$ cat src/rtl/pio_pkg.sv
package pio_pkg;
    typedef enum logic [1:0] {
        CMD_CTRL  = 2'd0,
        CMD_TEST  = 2'd1,
        CMD_READ  = 2'd2,
        CMD_WRITE = 2'd3
    } pio_cmd_e;

    localparam int ST_READY    = 0;
    localparam int ST_BUSY     = 1;
    localparam int ST_PERR     = 2;
    localparam int ST_EN       = 3;
    localparam int CTRL_EN_BIT = 2;
endpackage

$ cat src/rtl/pio_addr_decode.sv
module pio_addr_decode #(
    parameter int               ADDR_W   = 8,
    parameter logic [ADDR_W-2:0] DEV_BASE = '0
) (
    input  logic              bus_sel,
    input  logic              bus_we,
    input  logic [ADDR_W-1:0] bus_addr,
    output logic              ctl_rd,
    output logic              ctl_wr,
    output logic              dat_rd,
    output logic              dat_wr
);
    logic hit;

    always_comb begin
        hit    = bus_sel && (bus_addr[ADDR_W-1:1] == DEV_BASE);
        ctl_rd = hit && !bus_we && !bus_addr[0];
        ctl_wr = hit &&  bus_we && !bus_addr[0];
        dat_rd = hit && !bus_we &&  bus_addr[0];
        dat_wr = hit &&  bus_we &&  bus_addr[0];
    end
endmodule

$ cat src/rtl/pio_even_parity.sv
module pio_even_parity #(
    parameter int W = 8
) (
    input  logic [W-1:0] data,
    output logic         par
);
    always_comb par = ^data;
endmodule

$ cat src/rtl/polled_io_port.sv
module polled_io_port
    import pio_pkg::*;
#(
    parameter int               ADDR_W   = 8,
    parameter int               DATA_W   = 8,
    parameter logic [ADDR_W-2:0] DEV_BASE = 7'h2A
) (
    input  logic              clk,
    input  logic              rst_n,
    input  logic              bus_sel,
    input  logic              bus_we,
    input  logic [ADDR_W-1:0] bus_addr,
    input  logic [DATA_W-1:0] bus_wdata,
    output logic [DATA_W-1:0] bus_rdata,
    output logic              dev_enable,
    input  logic              dev_rx_valid,
    input  logic [DATA_W-1:0] dev_rx_data,
    input  logic              dev_rx_par,
    output logic              dev_rx_ready,
    output logic              dev_tx_valid,
    output logic [DATA_W-1:0] dev_tx_data,
    output logic              dev_tx_par,
    input  logic              dev_tx_ready
);
    localparam int CMD_W = $bits(pio_cmd_e);

    typedef struct packed {
        logic              en;
        logic              ready;
        logic              busy;
        logic              perr;
        logic              rx_pend;
        logic              tx_pend;
        logic [DATA_W-1:0] rx_buf;
        logic [DATA_W-1:0] tx_buf;
        logic [DATA_W-1:0] rdata;
    } state_t;

    state_t state_d, state_q;

    logic ctl_rd, ctl_wr, dat_rd, dat_wr;
    logic rx_par_calc, rx_bad, rx_fire, tx_fire;
    logic [DATA_W-1:0] status;
    pio_cmd_e cmd;

    pio_addr_decode #(.ADDR_W(ADDR_W), .DEV_BASE(DEV_BASE)) i_decode (
        .bus_sel (bus_sel),
        .bus_we  (bus_we),
        .bus_addr(bus_addr),
        .ctl_rd  (ctl_rd),
        .ctl_wr  (ctl_wr),
        .dat_rd  (dat_rd),
        .dat_wr  (dat_wr)
    );

    pio_even_parity #(.W(DATA_W)) i_rx_par (
        .data(dev_rx_data),
        .par (rx_par_calc)
    );

    pio_even_parity #(.W(DATA_W)) i_tx_par (
        .data(state_q.tx_buf),
        .par (dev_tx_par)
    );

    always_comb begin
        status           = '0;
        status[ST_READY] = state_q.ready;
        status[ST_BUSY]  = state_q.busy;
        status[ST_PERR]  = state_q.perr;
        status[ST_EN]    = state_q.en;
        cmd              = pio_cmd_e'(bus_wdata[CMD_W-1:0]);
        rx_fire          = state_q.rx_pend && dev_rx_valid;
        tx_fire          = state_q.tx_pend && dev_tx_ready;
        rx_bad           = rx_par_calc != dev_rx_par;
    end

    always_comb begin
        state_d = state_q;

        // processor side
        if (ctl_rd) begin
            state_d.rdata = status;
            state_d.perr  = 1'b0;
        end
        if (dat_rd) begin
            state_d.rdata = state_q.rx_buf;
            state_d.ready = 1'b0;
        end
        if (dat_wr && !state_q.busy) begin
            state_d.tx_buf = bus_wdata;
        end
        if (ctl_wr) begin
            unique case (cmd)
                CMD_CTRL: state_d.en    = bus_wdata[CTRL_EN_BIT];
                CMD_TEST: state_d.rdata = status;
                CMD_READ: begin
                    if (state_q.en && !state_q.busy) begin
                        state_d.busy    = 1'b1;
                        state_d.rx_pend = 1'b1;
                        state_d.ready   = 1'b0;
                    end
                end
                CMD_WRITE: begin
                    if (state_q.en && !state_q.busy) begin
                        state_d.busy    = 1'b1;
                        state_d.tx_pend = 1'b1;
                    end
                end
                default: ;
            endcase
        end

        // device side
        if (rx_fire) begin
            state_d.rx_buf  = dev_rx_data;
            state_d.rx_pend = 1'b0;
            state_d.busy    = 1'b0;
            state_d.ready   = 1'b1;
            if (rx_bad) begin
                state_d.perr = 1'b1;
            end
        end
        if (tx_fire) begin
            state_d.tx_pend = 1'b0;
            state_d.busy    = 1'b0;
        end
    end

    always_ff @(posedge clk or negedge rst_n) begin
        if (!rst_n) begin
            state_q <= '0;
        end else begin
            state_q <= state_d;
        end
    end

    assign bus_rdata    = state_q.rdata;
    assign dev_enable   = state_q.en;
    assign dev_rx_ready = state_q.rx_pend;
    assign dev_tx_valid = state_q.tx_pend;
    assign dev_tx_data  = state_q.tx_buf;
endmodule

$ cat config.mk
export PLATFORM = sky130hd
export DESIGN_NAME = polled_io_port
export DESIGN_NICKNAME = d
export VERILOG_FILES = /design/src/rtl/pio_pkg.sv /design/src/rtl/pio_addr_decode.sv /design/src/rtl/pio_even_parity.sv /design/src/rtl/polled_io_port.sv
export SDC_FILE = /design/constraint.sdc
export NUM_CORES = 1
export LEC_CHECK = 0
export ABC_AREA = 1
export BUFFER_PORTS_ARGS = -buffer_cell sky130_fd_sc_hd__buf_2
export CAP_MARGIN = 15
export CORE_ASPECT_RATIO = 2
export CORE_MARGIN = 5
export CORE_UTILIZATION = 32
export CTS_CLUSTER_SIZE = 24
export DETAILED_ROUTE_END_ITERATION = 16
export HOLD_SLACK_MARGIN = 0.08
export PLACE_DENSITY_LB_ADDON = 0.05
export SLEW_MARGIN = 20
export SYNTH_ARGS = -nofsm -noshare
export SYNTH_HDL_FRONTEND = slang
export SYNTH_HIERARCHICAL = 1
export SYNTH_SLANG_ARGS = --single-unit
$ cat constraint.sdc
create_clock -name clk -period 1.4 [get_ports clk]
set_clock_uncertainty 0.1 [all_clocks]
set_input_delay 0.14 -clock clk [delete_from_list [all_inputs] [get_ports clk]]
set_output_delay 0.14 -clock clk [all_outputs]
set_load 0.01 [all_outputs]
# [Yosys cells after proc, flatten, opt, wreduce, memory -nomap -nowiden]
# Index checks and enable logic that the tools add are counted.
[word_totals] in_bits=31 register_bits=30 out_inout_bits=20 elab_cells=63
[op_classes] reduce_logical=29 muxes=18 n_eq_ne=7
[op_table] op="2-to-1 mux 8 bit" n=4
[op_table] op="XOR reduction 8 bit" n=2
[op_table] op="nonzero test 2 bit" n=6
[op_table] op="logical AND 1 bit" n=11
[op_table] op="2-to-1 mux 1 bit" n=9
[op_table] op="inequality test 4 bit (second input constant)" n=2
[op_table] op="== test 7 x 6 -> 1 bit (second input constant)" n=1
[op_table] op="2-to-1 mux 2 bit" n=3
[op_table] op="AND reduction 3 bit" n=2
[op_table] op="== test 2 bit (second input constant)" n=2
[op_table] op="2-to-1 mux 4 bit" n=1
[op_table] op="AND reduction 4 bit" n=1
[op_table] op="nonzero test 4 bit" n=1
[op_table] op="zero test 1 bit" n=3
[op_table] op="nonzero test 3 bit" n=1
[op_table] op="== test 2 x 1 -> 1 bit (second input constant)" n=1
[op_table] op="zero test 2 bit" n=1
[op_table] op="one-hot mux 1 bit (2 select lines)" n=1
[op_table] op="AND reduction 2 bit" n=1
[op_table] op="inequality test 1 bit" n=1

# [Logic depth before layout (Yosys ltp)]
# Gate-level depths: netlist of the first run.
[logic_depth] word_depth=10 depth_mapped=10 ltp_nobuf=10

# [Hierarchy]
# The synthesis of the first run kept the hierarchy.
[by_module_without_submodules] module="polled_io_port" seq_area_each_um2=750.7 cells_each=164 n_inst=1 area_per_inst_um2=1412.6
[by_module_without_submodules] module="pio_even_parity" seq_area_each_um2=0.0 cells_each=47 n_inst=2 area_per_inst_um2=176.4
[by_module_without_submodules] module="pio_addr_decode" seq_area_each_um2=0.0 cells_each=18 n_inst=1 area_per_inst_um2=75.1

# [Least setup slack after synthesis of the first run]
# OpenSTA, ideal clock, no wires.
[synth_path] path_kind="in2reg" start="input port bus_addr[3]" end="register state_q (netlist bit dev_tx_data[2])" path_stages=9 n_path_buf=1 setup_ps=117 t_required_ps=1183 slack_ps=184 t_arrival_ps=998 cell_sequence="inv_1 -> nand2_1 -> nor2_2 -> nand3_1 -> nor2_1 -> nand2_2 -> buf_6 -> nand2_2 -> o21ai_2"
[synth_between] elab_chain_len=5
[synth_rtl] item="start, declared" line_no="polled_io_port.sv:12" text="input logic [ADDR_W-1:0] bus_addr,"
[synth_rtl] item="== test 7 x 6 -> 1 bit" line_no="pio_addr_decode.sv:16" text="hit = bus_sel && (bus_addr[ADDR_W-1:1] == DEV_BASE);"
[synth_rtl] item="logical AND 1 bit" line_no="pio_addr_decode.sv:16"
[synth_rtl] item="logical AND 1 bit (2 in a row)" line_no="pio_addr_decode.sv:20" text="dat_wr = hit && bus_we && bus_addr[0];"
[synth_rtl] item="via dat_wr" line_no="polled_io_port.sv:41" text="logic ctl_rd, ctl_wr, dat_rd, dat_wr;"
[synth_rtl] item="logical AND 1 bit" line_no="polled_io_port.sv:90" text="if (dat_wr && !state_q.busy) begin"
[synth_rtl] item="end signal, assigned" line_no="polled_io_port.sv:134" text="state_q <= state_d;"
[synth_rtl] item="end, declared" line_no="polled_io_port.sv:39" text="state_t state_d, state_q;"
# The timed path passes the listed nets, and every way through them passes these cells.
# A chain may end at the register's enable or synchronous reset.

# [Final worst setup path of the first run]
[layout_path] start="register state_q (netlist bit dev_tx_data[2])" end="output port dev_tx_par"
[layout_between] elab_chain_len=1
[layout_rtl] item="XOR reduction 8 bit" line_no="pio_even_parity.sv:7" text="always_comb par = ^data;"
[layout_rtl] item="end, declared" line_no="polled_io_port.sv:22" text="output logic dev_tx_par,"
# No other way between the ends.

==> results of run 1 <==
[layer usage]
| layer | share of wire | up-vias | wire length [um] | GRT usage |
|---|---|---|---|---|
| met5 | 0 | - | 0 | 0 |
| met4 | 0.023 | 0 | 105 | 0.0652 |
| met3 | 0.036 | 6 | 164 | 0.0258 |
| met2 | 0.62 | 29 | 2820 | 0.273 |
| met1 | 0.32 | 783 | 1460 | 0.118 |
| li1 | - | 940 | - | - |
[final timing paths]
kind	slack, ns	end	startpoint
worst min-delay path	0.14	state_q[20]	dev_rx_data[4]
worst max-delay path	-0.09	dev_tx_par	dev_tx_data[2]
min in group asynchronous	0.31	bus_rdata[6]	rst_n
worst min register to register	0.37	bus_rdata[2]	state_q[26]
max in group asynchronous	0.59	dev_rx_ready	rst_n
worst max register to register	0.30	state_q[22]	dev_rx_ready
[kinds of logic (layout without fill, tap and decap cells)]
family / count (synthesis) / count (layout) / synth area share
AND/OR/NAND/NOR: 177 / 177 / 0.383
buffers and inverters: 55 / 122 / 0.154
flip-flops: 30 / 30 / 0.408
AO/OA/AOI/OAI: 14 / 14 / 0.0557
[where the power goes]
| part | switching [uW] | total, uW | internal, uW |
|---|---|---|---|
| clock | 356 | 1190 | 839 |
| sequential | 61.5 | 1040 | 974 |
| combinational | 201 | 378 | 177 |
| total | 618 | 2610 | 1990 |
[worst max-delay path: stages (launching register included)]
cell	delay, ns
dfrtp_1	0.40
inv_2	0.07
nand2_1	0.06
nand2_2	0.11
nand2_2	0.05
nand2_1	0.08
nand2_1	0.05
nand2_1	0.04
buf_2	0.12
[per-stage QoR]
| stage | cells | area, um^2 | setup slack (ns) | setup TNS, ns |
|---|---|---|---|---|
| global route | 404 | 2510 | -0.211 | -0.211 |
| global placement | 375 | 2080 | -0.0634 | -0.226 |
| floorplan | 276 | 1840 | 0.184 | 0 |
| finish | 404 | 2510 | -0.0923 | -0.0923 |
| detailed placement | 375 | 2080 | -0.0818 | -0.418 |
| CTS | 407 | 2470 | -0.0934 | -0.0934 |
[cells in the mapped netlist]
| cell type | count | area [um^2] |
|---|---|---|
| o21ai_4 | 1 | 16.3 |
| nand3_2 | 1 | 10.0 |
| nand2_2 | 3 | 18.8 |
| inv_1 | 32 | 120 |
| nor2_4 | 1 | 11.3 |
| buf_4 | 16 | 120 |
| a22oi_1 | 4 | 30.0 |
| nor2_2 | 2 | 12.5 |
| inv_2 | 3 | 11.3 |
| dfrtp_1 | 30 | 751 |
| nor2_1 | 10 | 37.5 |
| clkinv_1 | 1 | 3.75 |
| nand3_1 | 11 | 55.1 |
| o21ai_0 | 2 | 10.0 |
| nand2_1 | 149 | 559 |
| a21oi_1 | 3 | 15.0 |
| buf_2 | 1 | 5.00 |
| buf_6 | 2 | 22.5 |
| o21ai_2 | 3 | 26.3 |
| o21ai_1 | 1 | 5.00 |
[sequential cells by signal (all words and copies together) (netlist names)]
register and cells:
bus_rdata 8, dev_tx_valid 1, dev_rx_ready 1, dev_enable 1
state_q 11, dev_tx_data 8
[repair_timing]
action,4_1_cts,5_1_grt
endpoints found under the setup margin,1,2
gates resized for setup,0,27
hold endpoints to repair,49,0
hold buffers,19,0
pin swaps,1,13
setup buffers,5,3
[final cells by class]
class	count	share of cell area
clock buffers	7	0.0527
inverters	36	0.0537
clock inverters	1	0.0119
well taps	61	0.0303
multi-input cells	191	0.334
flip-flops and latches	30	0.299
repair buffers	78	0.219
==> qor.yml, run 1 <==
routing:
  wl_per_cell_um: 11.3
  antenna_left: 0
  drc: 0
  vias: 1758
  drtIter0Drc: 22
  viasPerCell: 4.35
  routed_wl_um: 4550
  dr.pass1.iters: 4
critical_path:
  cp_data_required_time_ns: 1.16
  cp_max_fo: 4
  worst_setup_path_end_kind: "output port"
  cp.arrival_ns: 1.25
  path_class: "register to output port"
  critPathLaunchType: "register"
  reg2reg_depth: 4
grt:
  grt_max_degree: 31
  overflow: 0
  antenna_found_initial: 0
  grt_pass1_wl_um: 7730
  grt.total_usage: 0.133
  grt_pass1_vias: 1792
clock_network:
  cts_tree: "yes"
  cts_max_level: 2
  path_clk_slew_ns: 0.05
  cts_buffers: 5
  root_buffer: "clkbuf_16"
  cts_num_sinks: 30
  clock_path_buffers: 2
  clock_latency_ns: 0.27
sta:
  worst_pin_slew_ns: 0.403
  fmax_mhz: 670
  hold_viol: 0
  layout_setup_ws_ns: -0.0923
  grt_setup_unrepaired: "yes"
  min_period_ns: 1.49
  slew_headroom: 0.732
  fin_crit_sh: 1.07
  setup_viol: 1
  finalMaxSlewViolations: 0
  fin_hold_ws_ns: 0.139
floorplan:
  rows: 39
  fp.dieW_um: 63.6
  start_util: 0.325
  coreArea_um2: 5660
  pin_count: 51
  die_h_um: 117
  dieArea_um2: 7460
synthesis:
  avgSynthCellArea_um2: 6.67
  ys_types: 20
  syn_area_um2: 1840
  ys_ff_latch: 30
  synth_seq_area_share: 0.408
  ys_warn_count: 6
  synthesis.instances: 276
  synthesis.nets: 307
power:
  power_density_nw_per_um2: 1040
  leakagePower_uw: 0.00153
  peakVddDrop_uv: 924
  p_total_uw: 2610
final_layout:
  ff_latch_area_um2: 751
  num_antenna_cells: 0
  final_common_cell: "nand2_1"
  final_cell_mix: "nand2_1, buf_2, dfrtp_1, inv_1, nand2_2"
  drive_gt1_frac: 0.289
  nets: 373
  fin_util: 0.444
  fill_cells: 619
  multi_input_area_um2: 840
  area_growth_pct: 36.6
placement:
  dp_hpwl_um: 3550
  port_buffers: 50
  gp_congestion: 0.714
run_status:
  status: "finished with violations"
  violations: "setup timing"
min_path:
  whs_path_depth: 3
  hp-class: "input port to register"
job:
  max_cap_violations: 0
(Power assumes the default switching activity.)
==> run 2, diff against run 1 <==
--- a/config.mk
+++ b/config.mk
@@ -5,7 +5,6 @@
 export SDC_FILE = /design/constraint.sdc
 export NUM_CORES = 1
 export LEC_CHECK = 0
-export ABC_AREA = 1
 export BUFFER_PORTS_ARGS = -buffer_cell sky130_fd_sc_hd__buf_2
 export CAP_MARGIN = 15
 export CORE_ASPECT_RATIO = 2
==> qor.yml, run 2 <==
run_status:
  status: "finished with violations"
  violations: "setup timing"
grt:
  grt_max_degree: 31  # unchanged
  antenna_found_initial: 0  # unchanged
  overflow: 0  # unchanged
  grt_pass1_wl_um: 6290  # -19%
  grt.total_usage: 0.131  # -0.00188
  grt_pass1_vias: 1336  # -25%
sta:
  finalMaxSlewViolations: 0  # unchanged
  fin_crit_sh: 1.11  # +0.0392
  min_period_ns: 1.55  # +0.0549 ns
  setup_viol: 1  # unchanged
  hold_viol: 0  # unchanged
  fmax_mhz: 646  # -3.5%
  slew_headroom: 0.739  # +0.00730
  setup_tns_ns: -0.147  # -0.0549 ns
  grt_setup_unrepaired: "yes"
  worst_pin_slew_ns: 0.392  # -0.0110 ns
  layout_setup_ws_ns: -0.147  # -0.0549 ns
floorplan:
  rows: 35  # -10%
  start_util: 0.332  # +0.00692
  fp.dieW_um: 59.1  # -7.2%
  pin_count: 51  # unchanged
  coreArea_um2: 4640  # -18%
  die_h_um: 108  # -7.8%
  dieArea_um2: 6390  # -14%
synthesis:
  yosys.area.top_type: "dfrtp_1"
  synthesis.nets: 164  # -47%
  synthFlopType: "dfrtp_1"
  synth-xor-area-share: 0.0852  # +0.0852
  synth_compound_area_frac: 0.0576  # +0.00189
  synthTopCellsByCount: "dfrtp_1, mux2_2, buf_4"
  avgSynthCellArea_um2: 11.6  # +74%
  synthTopCellsByArea: "dfrtp_1, mux2_2, buf_4"
  synthesis.instances: 133  # -52%
  ys_types: 30  # +50%
  synth-edff-count: 0  # unchanged
  synth_mux_area_frac: 0.124  # +0.124
  synth_seq_area_share: 0.487  # +0.0791
  ys_ff_latch: 30  # unchanged
  syn_area_um2: 1540  # -16%
  synth_top_area_share: 0.487  # +0.0791
  ys_warn_count: 6  # unchanged
  synth_most_common_cell: "dfrtp_1"
  synth_top_family_by_area: "simple AND/OR/NAND/NOR gates"
  synthSimpleGateAreaFrac: 0.140  # -0.242
  synth-adder-area-share: 0  # unchanged
  async_reset_ff_frac: 1.00  # unchanged
clock_network:
  cts_tree: "yes"
  cts_max_level: 2  # unchanged
  clock_latency_ns: 0.28  # about the same
  cts_buffers: 5  # unchanged
  root_buffer: "clkbuf_8"
  clock_path_buffers: 2  # unchanged
  path_clk_slew_ns: 0.06  # about the same
  cts_num_sinks: 30  # unchanged
critical_path:
  reg2reg_depth: 3  # -1
  startpoint: "dev_tx_data[7]"
  slowest_stage: "dfrtp_1"
  reg2reg_to: "dev_tx_data[6]"
  worst-path-buf-inv: 1  # -1
  max_stage_delay_ns: 0.41  # about the same
  critPathLaunchType: "register"
  cp.depth: 4  # -4
  worst_setup_path_end_kind: "output port"
  path_cells: "xnor2_2 -> xnor2_1 -> xnor2_1 -> buf_2"
  cp.arrival_ns: 1.31  # +0.06 ns
  critical_path.top_delay_family: "XOR/XNOR gates"
  ff2ff_setup_slack_ns: 0.12  # -0.18 ns
  endpoint: "dev_tx_par"
  cp_data_required_time_ns: 1.16  # about the same
  worstReg2RegStart: "state_q[27]"
  path_class: "register to output port"
  crit_top_cell: "xnor2_1"
  cp_max_fo: 3  # -1
final_layout:
  nets: 233  # -38%
  final_common_cell: "buf_2"
  final_area_um2: 2220  # -12%
  final_cell_mix: "buf_2, dfrtp_1, dlygate4sd3_1, mux2_2, nand3_1"
  fill_cells: 461  # -26%
  max_flop_register: "state_q"
  fin_util: 0.478  # +0.0341
  area_growth_pct: 44.1
  ff_latch_area_um2: 751  # unchanged
  drive_gt1_frac: 0.490  # +0.201
  largest_reg_flops: 11  # unchanged
  multi_input_area_um2: 719  # -14%
  fin_cells: 257  # -36%
  num_antenna_cells: 0  # unchanged
power:
  p_total_uw: 2010  # -23%
  p_sw_uw: 422  # -32%
  peakVddDrop_uv: 850  # -8.0%
  p_comb_frac: 0.117  # -0.028
  leakagePower_uw: 0.00112  # -27%
  swShare: 0.210  # -0.0269
  power_density_nw_per_um2: 904  # -13%
  clkPwrFrac: 0.441  # -0.017
  power_frac_seq: 0.442  # +0.045
  power.internal_uw: 1590  # -20%
placement:
  post_dp_cell_area_um2: 1870  # -11%
  dp_cells: 229  # -39%
  dp_hpwl_um: 2870  # -19%
  gp_congestion: 0.667  # -6.5%
  port_buffers: 50  # unchanged
routing:
  dr.pass1.iters: 4  # unchanged
  drtIter0Drc: 23  # +4.5%
  wl_per_cell_um: 14.4  # +28%
  antenna_left: 0  # unchanged
  drc: 0  # unchanged
  routed_wl_um: 3690  # -19%
  vias: 1214  # -31%
  viasPerCell: 4.72  # +8.6%
min_path:
  hp-class: "input port to register"
job:
  max_cap_violations: 0  # unchanged
run 2: cell types whose count changed after synthesis, moves of 3 or more:
cell     change
inv_1       -28
nor2b_1      +3
mux2_2      +17
xnor2_1     +13
a21oi_1      -3
nand2_1    -146
nor2_1       -6
inv_2        -3
run 2: power by group through the flow:
stage / logic (uW) / clock network [uW] / registers [uW]
2_1_floorplan: 95.4 / 0 / 901
3_3_place_gp: 189 / 0 / 902
3_5_place_dp: 194 / 0 / 902
4_1_cts: 237 / 923 / 886
5_1_grt: 262 / 947 / 888
6_report: 235 / 884 / 887
run 2: worst register-to-register path: cells and delay by family (launching register included):
kind | cells | cell delay (ns)
muxes | 1 | 0.33
buffers and inverters | 1 | 0.14
DFF | 1 | 0.42
and+or+nand+nor | 1 | 0.17
run 2: cells by family after synthesis:
group	after synthesis
DFF	30
and+or+nand+nor	35
AOI/OAI and AO/OA	13
muxes	17
buffers and inverters	23
xor gates and xnor gates	15
run 2: per-stage QoR:
step                      hold slack (ns)  setup slack (ns)
after detailed placement           0.0852            -0.267
final                               0.274            -0.147
after global placement             0.0724            -0.234
after CTS                           0.262            -0.213
after floorplan                    -0.256           -0.0563
after global routing                0.290            -0.230
run 2: layout make-up:
class                      instances  area share
timing repair buffer              81       0.250
clock inverter                     1      0.0135
inverter                           4     0.00676
tap                               55      0.0310
sequential                        30       0.338
clock buffer                       6      0.0372
multi-input combinational         80       0.324
run 2: worst min-delay path by stage:
stage            from            to  slack [ns]  cells after the start
5_1_grt        bus_we   state_q[26]        0.29                      4
4_1_cts        bus_we   state_q[26]        0.26                      4
3_5_place_dp    rst_n  bus_rdata[3]        0.09                      2
2_1_floorplan   rst_n  bus_rdata[0]       -0.26                      0
6_report       bus_we   state_q[26]        0.27                      4
3_3_place_gp    rst_n  bus_rdata[3]        0.07                      2
run 2: per-layer routing:
| layer | part of all wire | wire length, um | vias up | GRT usage |
|---|---|---|---|---|
| li1 | - | - | 587 | - |
| met1 | 0.33 | 1240 | 587 | 0.126 |
| met2 | 0.58 | 2140 | 34 | 0.251 |
| met3 | 0.066 | 242 | 6 | 0.0346 |
| met4 | 0.019 | 72 | 0 | 0.0535 |
| met5 | 0 | 0 | - | 0 |
run 2: repair_timing:
item / 4_1_cts / 5_1_grt
buffers inserted: 1 / 0
pin swaps: 2 / 4
hold endpoints to repair: 50 / 0
hold buffers: 20 / 0
resized for setup: 1 / 7
setup endpoints to repair: 1 / 6
==> run 3, diff against run 2 <==
--- a/config.mk
+++ b/config.mk
@@ -17,5 +17,4 @@
 export SLEW_MARGIN = 20
 export SYNTH_ARGS = -nofsm -noshare
 export SYNTH_HDL_FRONTEND = slang
-export SYNTH_HIERARCHICAL = 1
 export SYNTH_SLANG_ARGS = --single-unit
==> qor.yml, run 3 <==
power:
  power_density_nw_per_um2: 810  # -10%
  power.internal_uw: 1390  # -12%
  p_sw_uw: 423  # +0.45%
  clkPwrFrac: 0.351  # -0.090
  p_comb_frac: 0.153  # +0.036
  swShare: 0.233  # +0.0232
  peakVddDrop_uv: 578  # -32%
  power_frac_seq: 0.496  # +0.054
  leakagePower_uw: 0.00113  # +0.30%
synthesis:
  synthTopCellsByCount: "dfrtp_1, mux2_2, buf_4"
  syn_area_um2: 1540  # -0.41%
  synth_top_area_share: 0.489  # +0.00198
  yosys.area.top_type: "dfrtp_1"
  synth-edff-count: 0  # unchanged
  synth_most_common_cell: "dfrtp_1"
  avgSynthCellArea_um2: 12.2  # +5.1%
  synth_seq_area_share: 0.489  # +0.00198
  ys_types: 30  # unchanged
  synthesis.instances: 126  # -5.3%
  ys_ff_latch: 30  # unchanged
  synthesis.nets: 157  # -4.3%
  async_reset_ff_frac: 1.00  # unchanged
  synthFlopType: "dfrtp_1"
  ys_warn_count: 0  # -6
  synthTopCellsByArea: "dfrtp_1, mux2_2, buf_4"
final_layout:
  ff_latch_area_um2: 752  # +0.17%
  fill_cells: 457  # -0.87%
  nets: 236  # +1.3%
  drive_gt1_frac: 0.532  # +0.0416
  num_antenna_cells: 0  # unchanged
  final_cell_mix: "buf_2, dfrtp_1, buf_4, mux2_2, dlygate4sd3_1"
  multi_input_area_um2: 704  # -2.1%
  max_flop_register: "state_q"
  fin_util: 0.483  # +0.00431
  final_common_cell: "buf_2"
  area_growth_pct: 46.0
  largest_reg_flops: 11  # unchanged
routing:
  antenna_left: 0  # unchanged
  vias: 1229  # +1.2%
  viasPerCell: 4.73  # about the same
  routed_wl_um: 3890  # +5.3%
  wl_per_cell_um: 15.0  # +4.0%
  dr.pass1.iters: 4  # unchanged
  drtIter0Drc: 17  # -26%
  drc: 0  # unchanged
sta:
  layout_setup_ws_ns: -0.209  # -0.0617 ns
  fin_hold_ws_ns: 0.127  # -0.148 ns
  min_period_ns: 1.61  # +0.0617 ns
  fin_crit_sh: 1.15  # +0.0441
  slew_headroom: 0.748  # +0.00889
  finalMaxSlewViolations: 0  # unchanged
  hold_viol: 0  # unchanged
  worst_pin_slew_ns: 0.375  # -0.0165 ns
  grt_setup_unrepaired: "yes"
  fmax_mhz: 622  # -3.8%
  setup_viol: 3  # +2
critical_path:
  reg2reg_depth: 4  # +1
  reg2reg_to: "state_q[28]"
  startpoint: "dev_tx_data[6]"
  path_class: "register to output port"
  cp.depth: 4  # unchanged
  path_cells: "xor2_1 -> xnor2_1 -> xnor2_1 -> buf_2"
  worst-path-buf-inv: 1  # unchanged
  cp_data_required_time_ns: 1.16  # about the same
  worst_setup_path_end_kind: "output port"
  critPathLaunchType: "register"
  ff2ff_setup_slack_ns: -0.21  # -0.33 ns
  cp.arrival_ns: 1.37  # +0.06 ns
  max_stage_delay_ns: 0.39  # -0.02 ns
  worstReg2RegStart: "dev_enable"
  crit_top_cell: "xnor2_1"
  cp_max_fo: 2  # -1
  endpoint: "dev_tx_par"
  critical_path.top_delay_family: "XOR/XNOR gates"
  slowest_stage: "dfrtp_1"
min_path:
  hp-class: "input port to register"
run_status:
  status: "finished with violations"
  violations: "setup timing"
clock_network:
  clock_path_buffers: 2  # unchanged
  root_buffer: "clkbuf_8"
  cts_buffers: 5  # unchanged
  cts_max_level: 2  # unchanged
  clock_latency_ns: 0.27  # about the same
  cts_tree: "yes"
  cts_num_sinks: 30  # unchanged
  path_clk_slew_ns: 0.06  # about the same
grt:
  overflow: 0  # unchanged
  use_met2: 0.262  # +0.0111
  met1_usage: 0.143  # +0.0167
  grt_util_met3: 0.0311  # -0.00358
  grt_pass1_wl_um: 6720  # +6.9%
  grt.total_usage: 0.139  # +0.00799
  grt_pass1_vias: 1422  # +6.4%
  antenna_found_initial: 0  # unchanged
  grt_max_degree: 17  # -45%
  busiest_layer: "met2"
floorplan:
  pin_count: 51  # unchanged
  die_h_um: 108  # -0.18%
  start_util: 0.331  # -0.00135
  coreArea_um2: 4640  # unchanged
  rows: 35  # unchanged
  dieArea_um2: 6370  # -0.35%
  fp.dieW_um: 59.0  # -0.17%
job:
  max_cap_violations: 0  # unchanged
placement:
  gp_congestion: 0.775  # +16%
  dp_hpwl_um: 2960  # +3.1%
  port_buffers: 50  # unchanged
[run 3: through the flow]
step                      setup TNS [ns]  worst slack [ns]  cells  total power (uW)  cell area (um^2)
final                             -0.512            -0.209    260              1820              2240
after global routing              -0.787            -0.312    260              1920              2240
after CTS                         -0.543            -0.222    260              1850              2210
after detailed placement           -5.31            -0.456    232              1140              1890
after global placement             -5.40            -0.442    232              1140              1890
after floorplan                    -1.11            -0.328    126              1030              1540
[run 3: layer usage]
layer  share of wire  routed length (um)
met1            0.35                1350
met2            0.57                2230
met3           0.061                 239
met4           0.016                  64
met5               0                   0
[run 3: timing repair]
item,CTS,global route
setup endpoints to repair,11,16
hold buffers,17,0
gates resized for setup,8,7
buffers inserted,4,0
pin swaps,3,6
hold endpoints to repair,49,0
[run 3: area by class of cell]
cell class | count | share of cell area
multi-input cells | 75 | 0.314
clock buffers | 7 | 0.0341
flip-flops and latches | 30 | 0.336
well taps | 55 | 0.0307
repair buffers | 89 | 0.279
inverters | 4 | 0.00670
[run 3: how the worst min path moves through the flow]
| stage | from | to | slack, ns | cells after the start |
|---|---|---|---|---|
| floorplan | rst_n | bus_rdata[0] | -0.26 | 0 |
| global placement | rst_n | dev_tx_data[0] | -0.02 | 1 |
| detailed placement | rst_n | dev_tx_data[0] | -0.01 | 1 |
| CTS | bus_wdata[0] | dev_tx_valid | 0.1 | 3 |
| global route | bus_wdata[0] | dev_tx_data[0] | 0.13 | 2 |
| finish | bus_wdata[0] | dev_tx_data[0] | 0.13 | 2 |
[run 3: worst reg2reg max path, stage by stage (launching register included)]
cell     delay [ns]
dfrtp_1        0.34
nand2_1        0.06
or4_4          0.43
or3_4          0.35
a32o_1         0.22
[run 3: kinds of logic after synthesis]
logic type | share of synthesized area
flip-flops | 0.489
AO/OA/AOI/OAI | 0.0791
AND/OR/NAND/NOR | 0.121
multiplexers | 0.131
buffers and inverters | 0.0913
XOR/XNOR | 0.0888
[run 3: power by group through the flow]
| stage | combinational, uW | clock (uW) | sequential [uW] |
|---|---|---|---|
| after global placement | 226 | 0 | 916 |
| after global routing | 307 | 706 | 903 |
| final | 277 | 637 | 901 |
| after detailed placement | 229 | 0 | 915 |
| after CTS | 274 | 680 | 900 |
| after floorplan | 122 | 0 | 911 |
